### config.mk
export PLATFORM = sky130hd
export DESIGN_NAME = ci_parity_vote
export DESIGN_NICKNAME = d
export VERILOG_FILES = /design/src/rtl/ci_vote_pkg.sv /design/src/rtl/ci_vote_decode.sv /design/src/rtl/ci_vote_counter.sv /design/src/rtl/ci_vote_out.sv /design/src/rtl/ci_parity_vote.sv
export SDC_FILE = /design/constraint.sdc
export NUM_CORES = 1
export LEC_CHECK = 0
export BUFFER_PORTS_ARGS = -buffer_cell sky130_fd_sc_hd__buf_2
export CORE_AREA = 5 5 42 44
export DETAILED_ROUTE_END_ITERATION = 6
export DIE_AREA = 0 0 47 49
export GPL_TIMING_DRIVEN = 0
export HOLD_SLACK_MARGIN = 0.15
export PLACE_DENSITY = 0.57
export SYNTH_ARGS = -nofsm -noshare
export SYNTH_HDL_FRONTEND = slang
export SYNTH_SLANG_ARGS = --single-unit
### constraint.sdc
create_clock -name clk -period 1.69 [get_ports clk]
set_clock_uncertainty 0.05 [all_clocks]
set_input_delay 0 -clock clk [delete_from_list [all_inputs] [get_ports clk]]
set_output_delay 0 -clock clk [all_outputs]
set_load 0.005 [all_outputs]
### src/rtl/ci_vote_pkg.sv
package ci_vote_pkg;

    // Frame geometry
    localparam int FRAME_LEN  = 64;
    localparam int GROUP_LEN  = 5;
    localparam int NUM_GROUPS = 2;

    // Derived constants
    localparam int IDX_W     = $clog2(FRAME_LEN + 1);
    localparam int CNT_W     = $clog2(GROUP_LEN + 1);
    localparam int FIRST_IDX = FRAME_LEN - NUM_GROUPS * GROUP_LEN + 1;
    localparam int MAJ_LIMIT = GROUP_LEN / 2 + 1;

    // Decoded view of one incoming sample
    typedef struct packed {
        logic                  start;  // first position of a frame
        logic                  last;   // final position of a frame
        logic                  fail;   // parity check failed
        logic [NUM_GROUPS-1:0] hit;    // sample belongs to group g
    } smp_dec_t;

    typedef logic [NUM_GROUPS-1:0][CNT_W-1:0] cnt_vec_t;

    function automatic logic majority(input logic [CNT_W-1:0] cnt);
        return int'(cnt) >= MAJ_LIMIT;
    endfunction

    function automatic int group_lo(input int g);
        return FIRST_IDX + g * GROUP_LEN;
    endfunction

endpackage

### src/rtl/ci_vote_decode.sv
module ci_vote_decode
    import ci_vote_pkg::*;
(
    input  logic             smp_valid,
    input  logic [IDX_W-1:0] smp_index,
    input  logic             smp_par_fail,
    output smp_dec_t         dec
);

    logic [NUM_GROUPS-1:0] in_group;

    for (genvar g = 0; g < NUM_GROUPS; g++) begin : g_win
        always_comb begin
            in_group[g] = (int'(smp_index) >= group_lo(g)) &&
                          (int'(smp_index) <  group_lo(g) + GROUP_LEN);
        end
    end

    always_comb begin
        dec = '0;
        if (smp_valid) begin
            dec.start = (int'(smp_index) == 1);
            dec.last  = (int'(smp_index) == FRAME_LEN);
            dec.fail  = smp_par_fail;
            dec.hit   = in_group;
        end
    end

endmodule

### src/rtl/ci_vote_counter.sv
module ci_vote_counter #(
    parameter int LIMIT = 5,
    parameter int W     = $clog2(LIMIT + 1)
) (
    input  logic         clk,
    input  logic         rst,
    input  logic         clr,
    input  logic         inc,
    output logic [W-1:0] cnt_next
);

    logic [W-1:0] cnt_q;

    always_comb cnt_next = cnt_q + W'(inc);

    always_ff @(posedge clk) begin
        if (rst || clr) cnt_q <= '0;
        else            cnt_q <= cnt_next;
    end

    AST_CNT_BOUND: assert property (@(posedge clk) disable iff (rst)
        int'(cnt_q) <= LIMIT);
    AST_CNT_CLEAR: assert property (@(posedge clk) disable iff (rst)
        clr |=> cnt_q == '0);
    AST_CNT_HOLD: assert property (@(posedge clk) disable iff (rst)
        (!clr && !inc) |=> $stable(cnt_q));

endmodule

### src/rtl/ci_vote_out.sv
module ci_vote_out
    import ci_vote_pkg::*;
(
    input  logic                  clk,
    input  logic                  rst,
    input  logic                  fire,
    input  cnt_vec_t              cnt_next,
    output logic                  ci_valid,
    output logic [NUM_GROUPS-1:0] ci_bits
);

    logic [NUM_GROUPS-1:0] vote;

    for (genvar g = 0; g < NUM_GROUPS; g++) begin : g_vote
        always_comb vote[g] = majority(cnt_next[g]);
    end

    always_ff @(posedge clk) begin
        if (rst) begin
            ci_valid <= 1'b0;
            ci_bits  <= '0;
        end else begin
            ci_valid <= fire;
            if (fire) ci_bits <= vote;
        end
    end

    AST_BITS_HOLD: assert property (@(posedge clk) disable iff (rst)
        !fire |=> $stable(ci_bits));
    AST_STROBE_LOW: assert property (@(posedge clk) disable iff (rst)
        !fire |=> !ci_valid);
    AST_EVEN_ZERO: assert property (@(posedge clk) disable iff (rst)
        (fire && cnt_next[0] == '0) |=> !ci_bits[0]);

endmodule

### src/rtl/ci_parity_vote.sv
module ci_parity_vote
    import ci_vote_pkg::*;
(
    input  logic                  clk,
    input  logic                  rst,
    input  logic                  smp_valid,
    input  logic [IDX_W-1:0]      smp_index,
    input  logic                  smp_par_fail,
    output logic                  ci_valid,
    output logic [NUM_GROUPS-1:0] ci_bits
);

    smp_dec_t dec;
    cnt_vec_t cnt_next;

    ci_vote_decode u_decode (
        .smp_valid    (smp_valid),
        .smp_index    (smp_index),
        .smp_par_fail (smp_par_fail),
        .dec          (dec)
    );

    for (genvar g = 0; g < NUM_GROUPS; g++) begin : g_cnt
        ci_vote_counter #(.LIMIT(GROUP_LEN), .W(CNT_W)) u_cnt (
            .clk      (clk),
            .rst      (rst),
            .clr      (dec.start || dec.last),
            .inc      (dec.hit[g] && dec.fail),
            .cnt_next (cnt_next[g])
        );
    end

    ci_vote_out u_out (
        .clk      (clk),
        .rst      (rst),
        .fire     (dec.last),
        .cnt_next (cnt_next),
        .ci_valid (ci_valid),
        .ci_bits  (ci_bits)
    );

    AST_STROBE_AFTER_LAST: assert property (@(posedge clk) disable iff (rst)
        (smp_valid && int'(smp_index) == FRAME_LEN) |=> ci_valid);
    AST_IDLE_NO_STROBE: assert property (@(posedge clk) disable iff (rst)
        !smp_valid |=> !ci_valid);

endmodule

==> out/metrics.csv, run 1 <==
metric;value;unit
clk_root_buffer_cell;clkbuf_4;
antenna_found_initial;0;
crit_arrival;1.69;ns
critPathMaxStageDelay;0.58;ns
cts_tree;built;
drc;0;
first_iter_violations;3;
grt_max_degree;7;
grt_pass1_wl;1.67;mm
fin_tns_setup;0;ns
slew_headroom;69.8;%
post-route-period-util;94.5;%
dr_total_vias;428;
cts_buffer_depth;2;
synth_nets;58;
max_freq;0.626;GHz
crit_family;buffers and inverters;
peakVddDrop;0.000462;V
synthesis.area;470;µm²
path_cells;buf_2, dlygate4sd3_1, or4b_4, a2111oi_2, nor3_1;
core;0.00140;mm²
crit_buf_inv;2;
drive_above_1_share;30.9;%
drt-wirelength-per-cell;11.7;µm
die-width;47;µm
pwr_density_cell;661;mW/mm²
wl;983;µm
postRouteAntennaNets;0;
setup_viol;0;
synth_top_family_by_area;simple AND/OR/NAND/NOR gates;
final_cell_area;662;µm²
layout_common_cells;13 x buf_2, 9 x dfxtp_1, 8 x dlygate4sd3_1;
hold_class;input port to flop;
synthSimpleGateAreaFrac;27.7;%
grt_overflow;0;
viasPerCell;5.10;
period_needed;1.60;ns
cts_buffers;3;
clkLatencyLatePin;0.26;ns
start_kind;input port;
share_seq_of_total_power;49.0;%
grt_usage;10.5;%
initial_core_util;33.6;%
placedInstanceArea;556;µm²
clk_transition_reported_paths;0.06;ns
fin_nets;84;
drt_pre_antenna_iters;4;
io_buffer_count;13;
final_common_cell;buf_2;
worstPathRequired;1.78;ns
synth-seq-cells;9;
synthMuxAreaShare;0;%
yosysTopAreaCell;dfxtp_1;
synth_adder_area_share;10.6;%
num_rows;14;
dieArea;0.00230;mm²
r2r_slack;0.22;ns
crit_path_end_kind;flop;
cts.sinks;9;
internal-power;337;µW
pwr-share-clk;37.3;%
hpwl;724;µm
grt_pass1_vias;392;
synth.distinct_cells;17;
syn-instance-count;43;
instances_no_fill;84;
syn_to_final_growth;40.7;%
worstSetupPathType;input port to flop;
yosysWarnings;0;
rsz0062_at_grt;no;
yosysSeqAreaShare;38.3;%
crit_path_top_delay_cell;or4b_4;
synth_area_per_cell;10.9;µm²
leakage;0.292;nW
slew_violations;0;
swShare;23.0;%
switchingPower;100;µW
hold_viol;0;
yosysTopAreaCellShare;38.3;%
worst_pin_slew;0.447;ns
status;finished clean;
htreeDepth;1;
dp.cells;72;
die_h;49;µm
num-fill-cells;134;
synth_xor_xnor_area_share;5.59;%
max_cap_violations;0;
globalplace.congestion;0.739;
worstPathMaxFanout;4;
io_pins;14;
antenna_cells;0;
synth_compound_gate_area_share;17.8;%
pwr-share-comb;13.7;%
yosys-top-cells-area;dfxtp_1 38%, ha_1 11%, and2_1 8.0%;
finalPower;437;µW
[cell type report]
class / instances / area, µm² / area share [%]
Clock buffer: 4 / 26.3 / 3.97
Multi-Input combinational cell: 34 / 290 / 43.9
Sequential cell: 9 / 180 / 27.2
Tap cell: 16 / 20.0 / 3.02
Timing Repair Buffer: 21 / 145 / 21.9
[power by group through the flow]
stage	sequential, mW	combinational [mW]	clock, mW
global route	0.214	0.0652	0.186
finish	0.214	0.0597	0.163
global placement	0.219	0.0443	0
floorplan	0.219	0.0191	0
detailed placement	0.219	0.0448	0
CTS	0.214	0.0592	0.167
[worst paths after layout]
path                                      startpoint                            end  depth (start not counted)
hold reg to reg        u_out.ci_bits[1]$_SDFFE_PP0P_  u_out.ci_bits[1]$_SDFFE_PP0P_                          2
hold / removal                          smp_index[6]      u_out.ci_valid$_SDFF_PP0_                          3
setup reg to reg  g_cnt[1].u_cnt.cnt_q[0]$_SDFF_PP0_  u_out.ci_bits[1]$_SDFFE_PP0P_                          5
setup / recovery                        smp_index[5]  u_out.ci_bits[1]$_SDFFE_PP0P_                          5
[synth_stat cells]
master     n
and2_1     6
a41o_2     1
nor4b_1    2
nor2_1     1
nor3_1     5
a41oi_1    1
ha_1       4
a2111oi_4  1
a31oi_1    1
nand3_1    1
xor2_1     3
a2111oi_2  1
nand4_1    1
dfxtp_1    9
a21oi_1    3
nand3b_1   1
or4b_4     2
[flip-flops by register name (all words and copies together), names as in the netlist]
name,flops
u_out.ci_valid,1
g_cnt.u_cnt.cnt_q,6
u_out.ci_bits,2
[per-stage QoR]
step	hold WS, ns	util, %	setup WS, ns
after floorplan	0.0285	-	0.253
after CTS	0.155	47.2	0.0908
after global routing	0.151	47.2	0.0311
after detailed placement	0.180	39.6	-0.0163
final	0.160	47.2	0.0923
after global placement	0.177	39.6	-0.0183
[what timing repair did]
action,4_1_cts,5_1_grt
buffers inserted,0,0
endpoints found under the hold margin,9,0
hold buffers,8,0
gates resized for setup,0,0
[worst min-delay path, cell delays in order]
cell    delay [ns]
buf_2         0.13
or4b_4        0.24
nor3_1        0.05
[routing by layer]
| layer | vias up | wire length [µm] | GRT usage, % |
|---|---|---|---|
| met4 | 0 | 9 | 5.53 |
| met3 | 2 | 40 | 5.54 |
| met1 | 197 | 416 | 12.8 |
| met5 | - | 0 | 0 |
| met2 | 10 | 517 | 14.5 |
| li1 | 219 | - | - |
[cell families after synthesis]
| kind of cell | Yosys count |
|---|---|
| flops | 9 |
| fa+ha+maj | 4 |
| simple gates | 19 |
| compound gates | 8 |
| xor+xnor | 3 |
Power figures use the tool's default switching activity.
==> inputs of run 2 (changes only) <==
Clock period 1.69 ns to 1.8 ns, I/O delays scaled along.
==> out/metrics.csv, run 2 (synthesized netlist as in run 1, its figures left out) <==
metric;value;unit
slew_violations;0;
start_kind;input port;
pwr-share-comb;13.9;%
dieArea;0.00230;mm²
peakVddDrop;0.000436;V
drive_above_1_share;30.9;%
reg_top3;g_cnt.u_cnt.cnt_q (6), u_out.ci_bits (2), u_out.ci_valid (1);
slew_headroom;70.1;%
setup_viol;0;
first_iter_violations;5;
internal-power;317;µW
clk_root_buffer_cell;clkbuf_4;
worst_pin_slew;0.443;ns
max_cap_violations;0;
worstPathMaxFanout;5;
io_buffer_count;13;
finalPower;416;µW
postRouteAntennaNets;0;
pwr-share-clk;37.7;%
hold_viol;0;
status;finished clean;
viasPerCell;5.23;
antenna_found_initial;0;
hpwl;724;µm
pwr_density_cell;617;mW/mm²
htreeDepth;1;
drt-wirelength-per-cell;12.8;µm
final_common_cell;buf_2;
worstPathRequired;1.89;ns
initial_core_util;33.6;%
max_freq;0.575;GHz
worstSetupPathType;input port to flop;
crit_arrival;1.83;ns
leakage;0.292;nW
grt_overflow;0;
num-fill-cells;135;
registers.top_by_ff_count;g_cnt.u_cnt.cnt_q;
fin_nets;84;
dr_total_vias;439;
antenna_cells;0;
die_h;49;µm
grt_max_degree;7;
grt_pass1_vias;408;
core;0.00140;mm²
syn_to_final_growth;43.4;%
cts_buffer_depth;2;
swShare;23.8;%
cts.sinks;9;
grt_usage;10.9;%
largest_reg_flops;6;
num_rows;14;
post-route-period-util;96.6;%
cts_setup_buffers;0;
io_pins;14;
rsz0062_at_grt;no;
cts_tree;built;
switchingPower;99.1;µW
grt_pass1_wl;1.71;mm
cts_buffers;3;
clkLatencyLatePin;0.26;ns
wl;1.07;mm
globalplace.congestion;0.739;
die-width;47;µm
drc;0;
crit_path_end_kind;flop;
period_needed;1.74;ns
hold_class;input port to flop;
clk_transition_reported_paths;0.06;ns
drt_pre_antenna_iters;4;
fin_tns_setup;0;ns
layout_common_cells;13 x buf_2, 9 x dfxtp_1, 8 x dlygate4sd3_1;
share_seq_of_total_power;48.4;%
[run 2: cell types whose count changed in the layout (fill, tap and decap cells not counted)]
| cell | change |
|---|---|
| a2111oi_2 | -1 |
| a2111oi_4 | +1 |
[run 2: cell type report]
class	instances	area [µm²]	share of cell area, %
flip-flops and latches	9	180	26.7
well taps	16	20.0	2.97
clock buffers	4	26.3	3.90
multi-input cells	34	303	44.9
repair buffers	21	145	21.5
[run 2: path summary, 6_finish.rpt]
kind,startpoint,to,slack (ns),cells past startpoint
max,smp_index[0],u_out.ci_bits[0]$_SDFFE_PP0P_,0.06,8
min,smp_index[6],u_out.ci_valid$_SDFF_PP0_,0.17,3
max reg2reg,g_cnt[1].u_cnt.cnt_q[0]$_SDFF_PP0_,u_out.ci_bits[1]$_SDFFE_PP0P_,0.46,4
min reg2reg,u_out.ci_bits[1]$_SDFFE_PP0P_,u_out.ci_bits[1]$_SDFFE_PP0P_,0.47,2
[run 2: worst max-delay path, stage by stage]
cell,delay [ns]
dlygate4sd3_1,0.55
buf_2,0.16
a31oi_1,0.19
nor3_1,0.08
ha_1,0.18
ha_1,0.31
a2111oi_4,0.28
nor3_1,0.07
[run 2: power groups by stage]
stage / clock network [mW] / logic [mW] / registers [mW]
6_report: 0.157 / 0.0580 / 0.201
5_1_grt: 0.175 / 0.0627 / 0.201
3_3_place_gp: 0 / 0.0416 / 0.206
2_1_floorplan: 0 / 0.0179 / 0.206
3_5_place_dp: 0 / 0.0421 / 0.206
4_1_cts: 0.157 / 0.0555 / 0.201
[run 2: stage by stage]
stage	instances	hold slack [ns]	worst slack (ns)	util (%)	cell area [µm²]
4_1_cts	84	0.155	0.0289	47.2	662
3_3_place_gp	72	0.177	0.0917	39.6	556
5_1_grt	84	0.166	0.00140	48.1	674
2_1_floorplan	43	0.0285	0.363	-	470
6_report	84	0.174	0.0618	48.1	674
3_5_place_dp	72	0.180	0.0937	39.6	556
[run 2: layer usage]
metal  vias to the layer above  GRT usage (%)  share of wire [%]
met5                         -              0                  0
li1                        219              -                  -
met1                       196           12.8                 41
met3                         7           5.54                5.2
met2                        17           14.5                 50
met4                         0           7.83                4.4
[run 2: repair_timing]
item                                   in CTS  in global routing
resized for setup                           0                  1
setup endpoints to repair                   0                  1
hold buffers                                8                  0
endpoints found under the hold margin       9                  0
